## config.mk

```make
export PLATFORM = sky130hd
export DESIGN_NAME = gate_kill_stage
export DESIGN_NICKNAME = d
export VERILOG_FILES = /design/src/rtl/gks_pkg.sv /design/src/rtl/gks_sync.sv /design/src/rtl/gks_glitch_filter.sv /design/src/rtl/gks_kill_latch.sv /design/src/rtl/gks_out_drive.sv /design/src/rtl/gate_kill_stage.sv
export SDC_FILE = /design/constraint.sdc
export NUM_CORES = 1
export LEC_CHECK = 0
export ABC_AREA = 1
export BUFFER_PORTS_ARGS = -buffer_cell sky130_fd_sc_hd__buf_4
export CORE_MARGIN = 2
export CORE_UTILIZATION = 45
export CTS_CLUSTER_DIAMETER = 60
export DETAILED_ROUTE_END_ITERATION = 16
export HOLD_SLACK_MARGIN = 0.05
export PLACE_DENSITY_LB_ADDON = 0.3
export SETUP_SLACK_MARGIN = 0.3
export SKIP_LAST_GASP = 1
export SLEW_MARGIN = 20
export SYNTH_ARGS = -nofsm -noshare
export SYNTH_HDL_FRONTEND = slang
export SYNTH_HIERARCHICAL = 1
export SYNTH_SLANG_ARGS = --single-unit
```

## constraint.sdc

```tcl
create_clock -name clk -period 2.2 [get_ports clk]
set_input_delay 0.22 -clock clk [delete_from_list [all_inputs] [get_ports clk]]
set_output_delay 0.22 -clock clk [all_outputs]
set_load 0.02 [all_outputs]
```

## src/rtl/gks_pkg.sv

```systemverilog
// Package: shared constants and types for the gate shutdown stage.
// Assumes the phase gate order U-high, U-low, V-high, V-low, W-high, W-low.
package gks_pkg;
    localparam int NUM_PHASE_GATES = 6;
    localparam int NUM_TRIP_SRC    = 2;   // fault and over-current trip
    localparam int NUM_SYNC_SIG    = 3;   // fault, trip, brake shutdown
    localparam int POL_W           = NUM_PHASE_GATES + 1;

    typedef logic [NUM_PHASE_GATES-1:0] gate_vec_t;

    // Indices into the synchronised input vector
    typedef enum int {
        SYN_FAULT = 0,
        SYN_TRIP  = 1,
        SYN_BRAKE = 2
    } sync_idx_e;

    // Reset polarity: phase gates active-high, brake active-low
    localparam logic [POL_W-1:0] POL_RESET = {1'b1, {NUM_PHASE_GATES{1'b0}}};
endpackage

```

## src/rtl/gks_sync.sv

```systemverilog
// Module: multi-stage synchroniser for a vector of asynchronous active-low inputs.
// Assumes the inputs idle high, so every stage resets to all ones.
module gks_sync #(
    parameter int W      = 3,
    parameter int STAGES = 2
) (
    input  logic         clk,
    input  logic         rst_n,
    input  logic [W-1:0] din,
    output logic [W-1:0] dout
);
    localparam int CHAIN_W = W * STAGES;

    logic [CHAIN_W-1:0] chain_q;

    generate
        if (STAGES == 1) begin : g_single
            // Single-stage capture of the asynchronous inputs
            always_ff @(posedge clk) begin
                if (!rst_n) chain_q <= '1;
                else        chain_q <= din;
            end
        end else begin : g_multi
            // Shift the inputs through STAGES flops
            always_ff @(posedge clk) begin
                if (!rst_n) chain_q <= '1;
                else        chain_q <= {chain_q[CHAIN_W-W-1:0], din};
            end
        end
    endgenerate

    assign dout = chain_q[CHAIN_W-1 -: W];
endmodule

```

## src/rtl/gks_glitch_filter.sv

```systemverilog
// Module: run-length filter for one synchronised active-low request.
// It reports a hit in any cycle where the input has been low for at least
// len consecutive samples, this one included. A len of 0 is treated as 1.
// The run counter saturates at its maximum value.
module gks_glitch_filter #(
    parameter int CW = 8
) (
    input  logic          clk,
    input  logic          rst_n,
    input  logic          req_n,
    input  logic [CW-1:0] len,
    output logic          hit
);
    localparam logic [CW-1:0] CNT_MAX = '1;

    logic [CW-1:0] run_q;
    logic [CW:0]   run_next;
    logic [CW:0]   eff_len;

    // Effective length with zero clamped to one
    always_comb begin
        eff_len  = (len == '0) ? {{CW{1'b0}}, 1'b1} : {1'b0, len};
        run_next = {1'b0, run_q} + 1'b1;
        hit      = !req_n && (run_next >= eff_len);
    end

    // Count consecutive low samples, restart on a high sample
    always_ff @(posedge clk) begin
        if (!rst_n)              run_q <= '0;
        else if (req_n)          run_q <= '0;
        else if (run_q != CNT_MAX) run_q <= run_q + 1'b1;
    end
endmodule

```

## src/rtl/gks_kill_latch.sv

```systemverilog
// Module: sticky shutdown flag shared by all qualified phase-kill sources.
// Assumes clr_ok is high only while every source input is idle.
// A new hit always wins over a clear in the same cycle.
module gks_kill_latch #(
    parameter int NSRC = 2
) (
    input  logic            clk,
    input  logic            rst_n,
    input  logic [NSRC-1:0] hits,
    input  logic            clr,
    input  logic            clr_ok,
    output logic            flag,
    output logic            kill
);
    logic any_hit;

    // Merge the sources and form the immediate kill
    always_comb begin
        any_hit = |hits;
        kill    = flag | any_hit;
    end

    // Set on any hit, clear only on a permitted software clear
    always_ff @(posedge clk) begin
        if (!rst_n)             flag <= 1'b0;
        else if (any_hit)       flag <= 1'b1;
        else if (clr && clr_ok) flag <= 1'b0;
    end
endmodule

```

## src/rtl/gks_out_drive.sv

```systemverilog
// Module: registered output drivers with polarity for each bit.
// While kill is high every bit takes its inactive level, which equals its
// polarity bit. Otherwise the raw command is passed through the polarity.
// RST_LVL gives the level that each pin holds during reset.
module gks_out_drive #(
    parameter int           N       = 6,
    parameter logic [N-1:0] RST_LVL = '0
) (
    input  logic         clk,
    input  logic         rst_n,
    input  logic [N-1:0] raw,
    input  logic [N-1:0] pol,
    input  logic         kill,
    output logic [N-1:0] pin
);
    genvar i;
    generate
        for (i = 0; i < N; i++) begin : g_bit
            // Register one output pin at its inactive or commanded level
            always_ff @(posedge clk) begin
                if (!rst_n)    pin[i] <= RST_LVL[i];
                else if (kill) pin[i] <= pol[i];
                else           pin[i] <= raw[i] ^ pol[i];
            end
        end
    endgenerate
endmodule

```

## src/rtl/gate_kill_stage.sv

```systemverilog
// Module: top of the gate shutdown output stage.
// The fault and trip requests are synchronised, filtered and latched into
// one sticky phase-kill flag. The brake shutdown is synchronised and acts
// on the brake output alone, only while it is asserted.
// Assumes the three shutdown inputs are asynchronous and idle high, and
// that the length inputs are static while a request is being qualified.
module gate_kill_stage
    import gks_pkg::*;
#(
    parameter int FILT_W      = 8,
    parameter int SYNC_STAGES = 2
) (
    input  logic                       clk,
    input  logic                       rst_n,
    input  logic [NUM_PHASE_GATES-1:0] pwm_raw,
    input  logic                       brake_raw,
    input  logic                       fault_n,
    input  logic                       trip_n,
    input  logic                       brake_kill_n,
    input  logic [FILT_W-1:0]          fault_len,
    input  logic [FILT_W-1:0]          trip_len,
    input  logic                       pol_we,
    input  logic [POL_W-1:0]           pol_din,
    input  logic                       flag_clr,
    output logic [NUM_PHASE_GATES-1:0] gate_out,
    output logic                       brake_out,
    output logic                       fault_flag
);
    logic [NUM_SYNC_SIG-1:0] async_in;
    logic [NUM_SYNC_SIG-1:0] sync_in;
    logic [NUM_TRIP_SRC-1:0] src_req_n;
    logic [FILT_W-1:0]       src_len [NUM_TRIP_SRC];
    logic [NUM_TRIP_SRC-1:0] src_hit;
    logic [POL_W-1:0]        pol_q;
    logic                    clr_ok;
    logic                    bk_idle;
    logic                    phase_kill;

    // Gather the asynchronous inputs in the package index order
    always_comb begin
        async_in            = '1;
        async_in[SYN_FAULT] = fault_n;
        async_in[SYN_TRIP]  = trip_n;
        async_in[SYN_BRAKE] = brake_kill_n;
        src_req_n[0]        = sync_in[SYN_FAULT];
        src_req_n[1]        = sync_in[SYN_TRIP];
        src_len[0]          = fault_len;
        src_len[1]          = trip_len;
        clr_ok              = sync_in[SYN_FAULT] & sync_in[SYN_TRIP];
        bk_idle             = sync_in[SYN_BRAKE];
    end

    gks_sync #(
        .W      (NUM_SYNC_SIG),
        .STAGES (SYNC_STAGES)
    ) u_sync (
        .clk   (clk),
        .rst_n (rst_n),
        .din   (async_in),
        .dout  (sync_in)
    );

    genvar s;
    generate
        for (s = 0; s < NUM_TRIP_SRC; s++) begin : g_filt
            gks_glitch_filter #(
                .CW (FILT_W)
            ) u_filt (
                .clk   (clk),
                .rst_n (rst_n),
                .req_n (src_req_n[s]),
                .len   (src_len[s]),
                .hit   (src_hit[s])
            );
        end
    endgenerate

    gks_kill_latch #(
        .NSRC (NUM_TRIP_SRC)
    ) u_latch (
        .clk    (clk),
        .rst_n  (rst_n),
        .hits   (src_hit),
        .clr    (flag_clr),
        .clr_ok (clr_ok),
        .flag   (fault_flag),
        .kill   (phase_kill)
    );

    // Polarity register, loaded by a write strobe
    always_ff @(posedge clk) begin
        if (!rst_n)      pol_q <= POL_RESET;
        else if (pol_we) pol_q <= pol_din;
    end

    gks_out_drive #(
        .N       (NUM_PHASE_GATES),
        .RST_LVL (POL_RESET[NUM_PHASE_GATES-1:0])
    ) u_phase_drv (
        .clk   (clk),
        .rst_n (rst_n),
        .raw   (pwm_raw),
        .pol   (pol_q[NUM_PHASE_GATES-1:0]),
        .kill  (phase_kill),
        .pin   (gate_out)
    );

    gks_out_drive #(
        .N       (1),
        .RST_LVL (POL_RESET[NUM_PHASE_GATES])
    ) u_brake_drv (
        .clk   (clk),
        .rst_n (rst_n),
        .raw   (brake_raw),
        .pol   (pol_q[NUM_PHASE_GATES]),
        .kill  (!bk_idle),
        .pin   (brake_out)
    );
endmodule


```

==> results.yml <==
critical_path:
  crit_start: "g_filt[1].u_filt/run_q[0]"
  cp-end-kind: "flop"
  worstPathArrival_ns: 2.39
  cp-start-kind: "flop"
  critical_path_class: "flop to flop"
  r2r_start: "g_filt[1].u_filt/run_q[0]"
  critPathMaxFanout: 6
  required_ns: 2.38
min_path:
  hold_path.startpoint: "brake_kill_n"
  min_path_type: "input port to flop"
synthesis:
  synth.area.top_cells: "dfxtp_1 34%, nand2_1 11%, inv_1 11%, ha_1 10%, nor2_1 6.1%"
  synth.distinct_cells: 24
  synthCells: 294
  ys_seq_area_share_pct: 34.3
  ys.flop_type: "dfxtp_1"
  yosysWarnings: 6
  synth_fp_nets: 349
  syn_avg_cell_area_um2: 7.34
  synthTopCellsByCount: "63 x nand2_1, 61 x inv_1, 37 x dfxtp_1"
  ys_ff_latch: 37
  synth_edf_count: 0
  syn_area_um2: 2160
  synth.top_cell.area_share_pct: 34.3
  yosysMostFrequentCell: "nand2_1"
  async_reset_ff_share_pct: 0
  synth_top_area_cell: "dfxtp_1"
route:
  wl_per_cell_um: 10.2
  drtPass1Iterations: 4
  via_count: 1893
  ant_nets: 0
  wirelength_mm: 4.23
  route.detailed.drc: 0
  drt_iter0_drc: 70
  viasPerCell: 4.55
cells_and_area:
  stdcell_count: 416
  syn_to_final_growth_pct: 35.3
  drive_gt1_share_pct: 36.7
  finalNetCount: 416
  insertedDiodeCount: 0
  utilization_pct: 62.7
timing:
  final.min_clock_period_ns: 2.21
  skew_ns: 0.00751
  rsz0062_at_grt: "true"
  tightest_slew_ns: 0.386
  fin_ws_ns: -0.0104
  finalCritPeriodShare_pct: 100
  maxSlewHeadroom_pct: 74.2
  max_freq_ghz: 0.452
  final_hold_viol_count: 0
  setup_viol_count_final: 1
  final_max_slew_viol_count: 0
power_and_ir_drop:
  p_per_area_nw_per_um2: 458
  peakVddDrop_uv: 416
  p_leak_nw: 1.62
placed_design:
  dpl_worst_slack_ns: -0.188
  place_inst: 404
  dp_hpwl_mm: 3.20
  gp_congestion: 0.796
  io_buffers: 44
clock_tree:
  root_buffer: "clkbuf_8"
  numCtsBuffers: 5
  htreeDepth: 2
  clkLatencyLatePin_ns: 0.28
  tritoncts: "built"
  cts_sinks: 37
  cts_hold_buf: 0
  path_clk_slew_ns: 0.07
  max-clock-path-buffers: 2
global_routing:
  grt_pass1_wl_mm: 7.01
  overflow: 0
  first_global_vias: 1704
  grt_start_max_net_pins: 24
  track_usage_pct: 16.6
  antenna_found_initial: 0
floorplan:
  die_y_um: 73.3
  die_x_um: 73.3
  core_area_um2: 4660
  rows: 25
  die_area_um2: 5370
  start_util_pct: 46.3
  io_pins: 45
outcome:
  run_status: "finished with violations"
  violations: "negative setup slack"
job:
  maxCapViolations: 0
[registers in the layout, indices dropped and copies added, names as in the netlist]
register and count:
u_phase_drv/pin 6, u_brake_drv/pin 1, u_sync/chain_q 6, g_filt.u_filt/run_q 16
u_latch/flag 1, pol_q 7
[per-stage QoR]
stage / area [um^2] / total power, W / hold WS (ns) / TNS (ns)
2_1_floorplan: 2250 / 0.000813 / 0.289 / 0
3_3_place_gp: 2730 / 0.000899 / 0.381 / -0.626
3_5_place_dp: 2730 / 0.000903 / 0.387 / -0.978
4_1_cts: 2850 / 0.00135 / 0.0882 / -0.206
5_1_grt: 2920 / 0.00142 / 0.100 / -1.04
6_report: 2920 / 0.00134 / 0.0981 / -0.0104
[kinds of logic (layout without fill, tap and decap cells)]
family                   Yosys count  count (layout)  share of synthesized area, %
AO/OA/AOI/OAI                     26              26                          6.73
XOR/XNOR                          10              10                          4.75
adder cells (fa/ha/maj)           18              18                          10.4
buffers and inverters             70             138                          13.5
flip-flops                        37              37                          34.3
AND/OR/NAND/NOR                  133             133                          30.3
[report_power, final]
part	internal, W	switching (W)	total [W]
clock network	0.000219	0.000227	0.000446
logic	0.0000962	0.0000883	0.000184
registers	0.000691	0.0000157	0.000707
total	0.00101	0.000331	0.00134
[layout by cell type, fill, tap and decap left out, types with 3 or more instances in the layout]
cell type	n
ha_1	15
ha_4	3
nand3_1	6
a21oi_2	9
nor2_2	5
inv_1	60
a21oi_1	7
clkbuf_8	5
nand2_1	60
nor2_4	4
dfxtp_1	32
xor2_1	4
clkinv_2	4
o21ai_1	6
nand3_4	5
nor2_1	34
buf_4	64
nand2_2	6
xnor2_2	4
dfxtp_4	4
nand3_2	10
[routing by layer]
layer  vias to the layer above  track usage, %  wire, um
li1                       1017               -         -
met1                       834            21.2      2040
met2                        37            27.5      1970
met3                         5            3.70       179
met4                         0            5.56        41
met5                         -               0         0
[timing repair]
action / in CTS / in global routing
setup endpoints to repair: 7 / 7
resized for setup: 8 / 13
cloned: 1 / 0
pin swaps: 9 / 13
setup buffers: 2 / 1
[path summary, 6_finish.rpt]
kind	end	slack, ns	cells after the start
setup / recovery	u_phase_drv/pin[4]	-0.01	17
setup reg to reg	u_phase_drv/pin[4]	-0.01	17
hold / removal	u_sync/chain_q[2]	0.1	3
hold reg to reg	u_sync/chain_q[3]	0.40	2
[worst max-delay path: stages (launching register included)]
cell and delay [ns]:
dfxtp_4 0.37, ha_4 0.17, buf_4 0.13, xor2_2 0.15
ha_1 0.29, nand2_1 0.05, nor2_1 0.09, nand2_1 0.06
nand3_2 0.06, nand2_1 0.05, nand2_1 0.05, nand2_1 0.06
a21oi_2 0.14, nor2_2 0.06, nand2_4 0.12, inv_6 0.06
a21oi_2 0.12, nor2_1 0.05
[layout make-up]
type / instances / area, um^2
Clock buffer: 6 / 72.6
Multi-Input combinational cell: 187 / 1270
Tap cell: 54 / 67.6
Sequential cell: 37 / 757
Inverter: 65 / 251
Timing Repair Buffer: 64 / 480
Timing Repair inverter: 1 / 8.76
Fill cell: 422 / 1740
Clock inverter: 2 / 10.0
Note: power is estimated with default switching activity, not from simulation.
